## config.mk

```make
export PLATFORM = sky130hd
export DESIGN_NAME = dbg_trig_seq
export DESIGN_NICKNAME = d
export VERILOG_FILES = /design/src/rtl/dbg_trig_seq.sv
export SDC_FILE = /design/constraint.sdc
export NUM_CORES = 1
export LEC_CHECK = 0
export BUFFER_PORTS_ARGS = -buffer_cell sky130_fd_sc_hd__buf_2
export CAP_MARGIN = 40
export CORE_MARGIN = 2
export CORE_UTILIZATION = 40
export DETAILED_ROUTE_END_ITERATION = 7
export GPL_TIMING_DRIVEN = 0
export PLACE_DENSITY = 0.73
export SLEW_MARGIN = 20
export SYNTH_ARGS = -nofsm -noshare
export SYNTH_HDL_FRONTEND = slang
export SYNTH_SLANG_ARGS = --single-unit
```

## constraint.sdc

```tcl
create_clock -name clk -period 2.4 [get_ports clk]
set_input_delay 0.48 -clock clk [delete_from_list [all_inputs] [get_ports clk]]
set_output_delay 0.48 -clock clk [all_outputs]
set_load 0.02 [all_outputs]
```

## src/rtl/dbg_trig_seq.sv

```systemverilog
module dbg_trig_seq #(
  parameter int NCH = 3,
  parameter int CW  = 4
) (
  input  logic           clk,
  input  logic           rst,
  input  logic           arm,
  input  logic [NCH-1:0] cmp_en,
  input  logic [NCH-1:0] match_in,
  input  logic           wr_en,
  input  logic [1:0]     wr_sel,
  input  logic [CW-1:0]  wr_data,
  output logic [1:0]     state_o,
  output logic           trig_o
);
  localparam logic [1:0] ST1 = 2'd0, ST2 = 2'd1, ST3 = 2'd2, FIN = 2'd3;
  localparam logic [2:0] NO = 3'b000, G2 = {1'b1, ST2}, G3 = {1'b1, ST3}, GF = {1'b1, FIN};
  localparam int RW = 3 * NCH;

  logic [CW-1:0] code_q [4];
  logic [1:0]    state_q, nxt;
  logic          trig_q;
  logic [NCH-1:0] hit;
  logic [RW-1:0]  rt;

  assign hit = match_in & cmp_en;

  function automatic logic [8:0] menu(input logic [3:0] c);
    case (c)
      4'd1:  menu = {NO, NO, G2};
      4'd2:  menu = {NO, G2, NO};
      4'd3:  menu = {G2, NO, NO};
      4'd4:  menu = {NO, NO, G3};
      4'd5:  menu = {NO, G3, NO};
      4'd6:  menu = {G3, NO, NO};
      4'd7:  menu = {NO, G2, G2};
      4'd8:  menu = {NO, G3, G2};
      4'd9:  menu = {G3, NO, G2};
      4'd10: menu = {GF, GF, GF};
      4'd11: menu = {GF, G2, GF};
      4'd12: menu = {NO, G3, GF};
      default: menu = 9'd0;
    endcase
  endfunction

  assign rt = menu(code_q[state_q]);

  always_comb begin
    logic          fin_hit, low_ok;
    logic [1:0]    low_tgt;
    fin_hit = 1'b0;
    low_ok  = 1'b0;
    low_tgt = ST1;
    for (int ch = NCH - 1; ch >= 0; ch--) begin
      if (hit[ch] && rt[3*ch+2]) begin
        low_ok  = 1'b1;
        low_tgt = rt[3*ch +: 2];
        if (rt[3*ch +: 2] == FIN) fin_hit = 1'b1;
      end
    end
    if (!arm)              nxt = ST1;
    else if (state_q == FIN) nxt = FIN;
    else if (fin_hit)      nxt = FIN;
    else if (low_ok)       nxt = low_tgt;
    else                   nxt = state_q;
  end

  always_ff @(posedge clk) begin
    if (rst) begin
      for (int i = 0; i < 4; i++) code_q[i] <= '0;
      state_q <= ST1;
      trig_q  <= 1'b0;
    end else begin
      if (wr_en && !arm && wr_sel != 2'd3) code_q[wr_sel] <= wr_data;
      state_q <= nxt;
      trig_q  <= (nxt == FIN) && (state_q != FIN);
    end
  end

  assign state_o = state_q;
  assign trig_o  = trig_q;

  assert_trig_in_final_R9: assert property (@(posedge clk) disable iff (rst)
    trig_o |-> state_o == FIN);
  assert_trig_single_R9: assert property (@(posedge clk) disable iff (rst)
    trig_o |=> !trig_o);
  assert_disarm_home_R7: assert property (@(posedge clk) disable iff (rst)
    !arm |=> state_o == ST1);
  assert_final_sticky_R8: assert property (@(posedge clk) disable iff (rst)
    (arm && state_o == FIN) |=> state_o == FIN);
  assert_gated_idle_R1: assert property (@(posedge clk) disable iff (rst)
    (arm && (match_in & cmp_en) == '0) |=> $stable(state_o));
  assert_armed_lock_R6: assert property (@(posedge clk) disable iff (rst)
    arm |=> ($stable(code_q[0]) && $stable(code_q[1]) && $stable(code_q[2])));
endmodule

```

# ---- Yosys cells after proc, flatten, opt, wreduce, memory -nomap -nowiden
# Memory sizes are Yosys's and may differ from the RTL's. A register that Yosys moved wholly into a read port is not among the register bits.
# Index checks and enable logic that the tools add are counted.
dict set report word_totals {
  mem_bits_rw 16
  out_inout_bits 3
  romBits 144
  n_memories 2
  register_bits 3
  word_cells 45
  in_bits 16
}
# memory words width read_ports rd_ports_with_merged_regs wr line_no
set memory_table {}
lappend memory_table {{(name not given)} 16 9 1 0 0 29} ;# case (c)
lappend memory_table {code_q 4 4 1 1 4 20} ;# logic [CW-1:0] code_q [4];
dict set report classes {
  eq_ne 7
  mux 25
  reduce_logical 8
  bitwise_logic 1
}
# operator n
set ops {}
lappend ops {{two-way mux 2 bit} 9}
lappend ops {{two-way mux 1 bit} 15}
lappend ops {{equality test 2 bit (second input constant)} 5}
lappend ops {{logical AND 1 bit} 6}
lappend ops {{two-way mux 4 bit} 1}
lappend ops {{inequality test 2 bit (second input constant)} 2}
lappend ops {{OR reduction 4 bit} 1}
lappend ops {{AND 3 bit} 1}
lappend ops {{zero test 1 bit} 1}

# ---- Logic depth before layout (Yosys ltp)
# An unclocked memory read counts as a cell.
dict set report depth {
  ltp_word 13
  mapped_depth 11
  ltp_nobuf 10
}

# ---- Worst setup path after synthesis
# Ideal clock, no wire load.
dict set report synth_timing {
  path_type {reg-to-reg}
  from {reg state_q[0], in the netlist state_o[0]}
  to {reg trig_q, in the netlist trig_o}
  path_stages_with_launch 12
  setup_ns 0.079
  synth_period_minus_slack_ns 2.819
  t_arrival_ns 2.740
  n_path_buf 1
  required_ns 2.321
  setup_slack_ns -0.419
  cell_sequence {dfxtp_1 > buf_6 > mux4_1 > inv_1 > ha_1 > inv_1 > mux2i_1 > a211o_1 > a211o_1 > a21oi_2 > a41oi_2 > a211oi_2}
}
dict set report synth_via {
  elab_chain_len 6
  word_cells_on_any_way 8
  classes_between {eq/ne: 3; mux: 4; reduce/logical: 1}
}
# element line_no
set synth_lines {}
lappend synth_lines {{start: declaration} 21} ;# logic [1:0] state_q, nxt;
lappend synth_lines {{start signal: assignment} 75} ;# state_q <= nxt;
lappend synth_lines {{two-way mux 2 bit} 64} ;# else if (low_ok) nxt = low_tgt;
lappend synth_lines {{two-way mux 2 bit} 63} ;# else if (fin_hit) nxt = FIN;
lappend synth_lines {{two-way mux 2 bit} 62} ;# else if (state_q == FIN) nxt = FIN;
lappend synth_lines {{two-way mux 2 bit} 61} ;# if (!arm) nxt = ST1;
lappend synth_lines {{equality test 2 bit} 76} ;# trig_q <= (nxt == FIN) && (state_q != FIN);
lappend synth_lines {{logical AND 1 bit *} 76}
lappend synth_lines {{end signal: assignment} 76}
lappend synth_lines {{end: declaration} 22} ;# logic trig_q;
# Every way passes the cells marked *; elsewhere a longest branch is shown, timed or not.
# A chain may end at the register's enable or synchronous reset.

# ---- Final worst setup path
dict set report layout_timing {
  from {reg state_q[0], in the netlist state_o[0]}
  to {reg state_q[0], in the netlist state_o[0]}
}
dict set report layout_via {
  elab_chain_len 4
  word_cells_on_any_way 5
  classes_between {eq/ne: 1; mux: 4}
}
# element line_no
set layout_lines {}
lappend layout_lines {{two-way mux 2 bit} 64}
lappend layout_lines {{two-way mux 2 bit} 63}
lappend layout_lines {{two-way mux 2 bit *} 62}
lappend layout_lines {{two-way mux 2 bit *} 61}
# Marks and branches as above.

==> key figures <==
Setup path
  • Kind of launch point of the worst setup path: flip-flop
  • Most frequent cell on the critical path: inv_1
  • Standard cell with the maximum stage delay on the critical path: mux4_2
  • Data arrival time of the worst path: 2.62 ns
  • Reg-to-Reg Start: state_o[0]
  • Crit path capture: state_o[0]
  • Critical-path maximum fanout: 5
  • Reg2reg path depth: 9
  • Worst-case register-to-register setup slack: -0.03 ns
  • Setup Crit Path Kind: flip-flop to flip-flop
  • Category of the worst setup path capture point: flip-flop
  • Highest cell delay on the worst timing path: 0.61 ns
  • Cell chain of the critical path: mux4_2 > buf_6 > ha_4 > inv_1 > nor2_1 > a22oi_2 > or3b_1 > a41oi_2 > inv_1
  • Reg2reg end: state_o[0]
  • Required time at the worst-slack endpoint: 2.59 ns
  • Source of the critical timing path: state_o[0]

Floorplan
  • Die ar.: 3650 sq um
  • Count of standard-cell rows: 20
  • Chip Width: 60.4 um
  • Vertical die dimension: 60.4 um
  • Top-Level Pins: 19
  • Core Footprint: 3050 sq um
  • Starting density of the core: 41.7%

Worst hold path
  • Min-Delay Path Depth: 2
  • Min-delay worst type: input pin to flip-flop

Placement
  • Number of buffers added on ports: 18
  • Post-DP Area: 1440 sq um
  • Routability-driven placement congestion ratio: 0.866
  • Total half-perimeter wirelength after legalization and detailed placement: 1940 um

Global routing
  • Largest net degree at the start of global routing: 12
  • Via count of the first global-routing pass: 994
  • Grt total ovfl: 0
  • Initial antenna violation count: 0
  • Global-route usage over all layers: 15.8%
  • Wire length of the first global-routing pass: 4320 um

Timing
  • RSZ-0062 raised after global routing: yes
  • Final setup violation count: 2
  • Min Tclk post-route: 2.43 ns
  • Worst slew pin tran: 0.439 ns
  • Tightest slew margin relative to the limit: 70.6%
  • Achievable clock frequency: 412 MHz
  • Fin Clk Skew: 0.00278 ns
  • Final Slew Violations: 0
  • Endpoints failing hold: 0
  • Period utilisation layout: 101%
  • Final worst slack: -0.0298 ns

Routing
  • Post-detailed-route DRC marker count: 0
  • Initial drt markers: 24
  • Wire per inst: 14.0 um
  • Vias/cell: 4.89
  • Pre-Repair DR Iteration Count: 4
  • DRT Wirelength: 2630 um
  • Post-detailed-route count of antenna-violating nets: 0
  • Detailed-route via count: 919

Clock tree
  • Number of CTS-inserted buffers: 3
  • Skew-Pair Late Insertion Delay: 0.29 ns
  • CTS sink count: 19
  • Deepest clock path buffer count: 2
  • Post-cts hold buffer count: 0
  • Clock tree from TritonCTS: built
  • Number of H-tree levels: 1
  • Clk Tree Root Cell: clkbuf_4
  • Post-CTS clock slew at the launch and capture registers of the worst setup and hold paths: 0.11 ns

Finish
  • Number of nets at the end of the flow: 168
  • Layout overhead on the synthesized area: 24.2%
  • Ratio of cells with drive above 1 in the final layout: 40.3%
  • Diode insertion count for antenna repair: 0
  • Leading cell types in the layout, fill and taps excluded: buf_2 (19), and2_1 (16), edfxtp_1 (16)
  • Finished Cell Area: 1580 sq um
  • Most common cell after layout, fill and taps aside: buf_2

Outcome
  • Result of the run: finished with violations
  • Failing checks: setup timing

Synth
  • Sequential area share after synthesis: 42.4%
  • Number of warnings printed during yosys synthesis: 0
  • Count of mapped cells out of synthesis: 113
  • Post-synthesis net count: 136
  • Mapped Avg Cell Area: 11.3 sq um
  • Post-synthesis cell type count: 35
  • Post-synthesis instance area: 1270 sq um
  • Yosys reg bits: 19

Pwr
  • Leak Pwr: 0.000641 uW
  • Power density over the cells: 539 nW/um^2
  • Post-route total power: 853 uW
  • Maximum ir drop on the vdd rail: 0.364 mV

Job
  • Max-cap violations: 0
## timing repair
item	in CTS	in global routing
resized for setup	7	5
pin swaps	4	3
buffers inserted	8	2
endpoints found under the setup margin	3	3
## cells by family (layout without fill, tap and decap cells)
logic type,after synthesis,after routing,synth area share [%]
simple gates,41,41,18.6
buf+inv,12,43,5.40
mux,11,11,13.0
compound gates,23,23,13.8
flops,19,19,42.4
fa+ha+maj,7,7,6.88
## sequential cells by signal (all words and copies together) (netlist names)
signal / count
code_q: 16
trig_o: 1
state_o: 2
## critical path: cells and delay by family (launching register included)
family	cells	cell delay (ns)
mux	1	0.61
simple gates	2	0.46
flops	1	0.40
compound gates	2	0.39
buf+inv	3	0.30
fa+ha+maj	1	0.16
## through the flow
stage               std cells  hold slack, ns  util [%]  TNS, ns  worst slack, ns
floorplan                 113           0.611         -  -0.0952          -0.0598
global placement          175           0.582      47.2   -0.526           -0.191
detailed placement        175           0.595      47.2   -0.716           -0.269
CTS                       186           0.482      50.7  -0.0625          -0.0339
global route              188           0.489      51.8   -0.337           -0.123
finish                    188           0.485      51.8  -0.0486          -0.0298
## final cells by class
type,instances,area [sq um]
Buffer,4,31.3
Clock buffer,3,22.5
Timing Repair Buffer,28,169
Multi-Input combinational cell,82,723
Sequential cell,19,544
Tap cell,44,55.1
Clock inverter,1,5.00
Fill cell,312,1470
Inverter,7,31.3
## power by group
| part | switching [uW] | internal, uW |
|---|---|---|
| Combinational | 162 | 146 |
| Sequential | 8.21 | 378 |
| Clock | 97.5 | 62.0 |
## metal layers
| layer | wire length (um) | track usage [%] | vias up |
|---|---|---|---|
| met5 | 0 | 0 | - |
| met4 | 16 | 4.35 | 0 |
| met3 | 53 | 1.92 | 2 |
| met2 | 1460 | 32.3 | 16 |
| met1 | 1100 | 16.8 | 424 |
| li1 | - | - | 477 |
## Yosys cell counts (all sizes together)
| cell type | instances | area (sq um) |
|---|---|---|
| o2bb2ai | 3 | 26.3 |
| a21o | 1 | 7.51 |
| a211oi | 1 | 12.5 |
| o21bai | 1 | 7.51 |
| o211ai | 1 | 7.51 |
| nor2b | 2 | 12.5 |
| and3 | 1 | 6.26 |
| and2 | 16 | 100 |
| clkbuf | 2 | 8.75 |
| ha | 7 | 87.6 |
| nand2b | 1 | 6.26 |
| dfxtp | 3 | 60.1 |
| inv | 7 | 26.3 |
| or2 | 3 | 18.8 |
| nor3 | 3 | 15.0 |
| mux4 | 4 | 93.8 |
| a22oi | 1 | 7.51 |
| nand2 | 5 | 18.8 |
| edfxtp | 16 | 480 |
| o21ai | 2 | 10.0 |
| a211o | 2 | 17.5 |
| mux2i | 6 | 60.1 |
| buf | 3 | 33.8 |
| a41oi | 1 | 16.3 |
| or3b | 2 | 17.5 |
| a22o | 2 | 17.5 |
| nor2 | 5 | 18.8 |
| nor3b | 3 | 22.5 |
| a21oi | 7 | 38.8 |
| a31oi | 1 | 6.26 |
| mux2 | 1 | 11.3 |
## worst min-delay path by stage
stage | to | from
floorplan | trig_o | state_o[0]
detailed placement | trig_o | state_o[0]
global route | code_q[0][1] | wr_data[1]
global placement | trig_o | state_o[0]
finish | code_q[0][1] | wr_data[1]
CTS | code_q[0][1] | wr_data[1]
No activity file was read; power rests on OpenSTA's default activity.
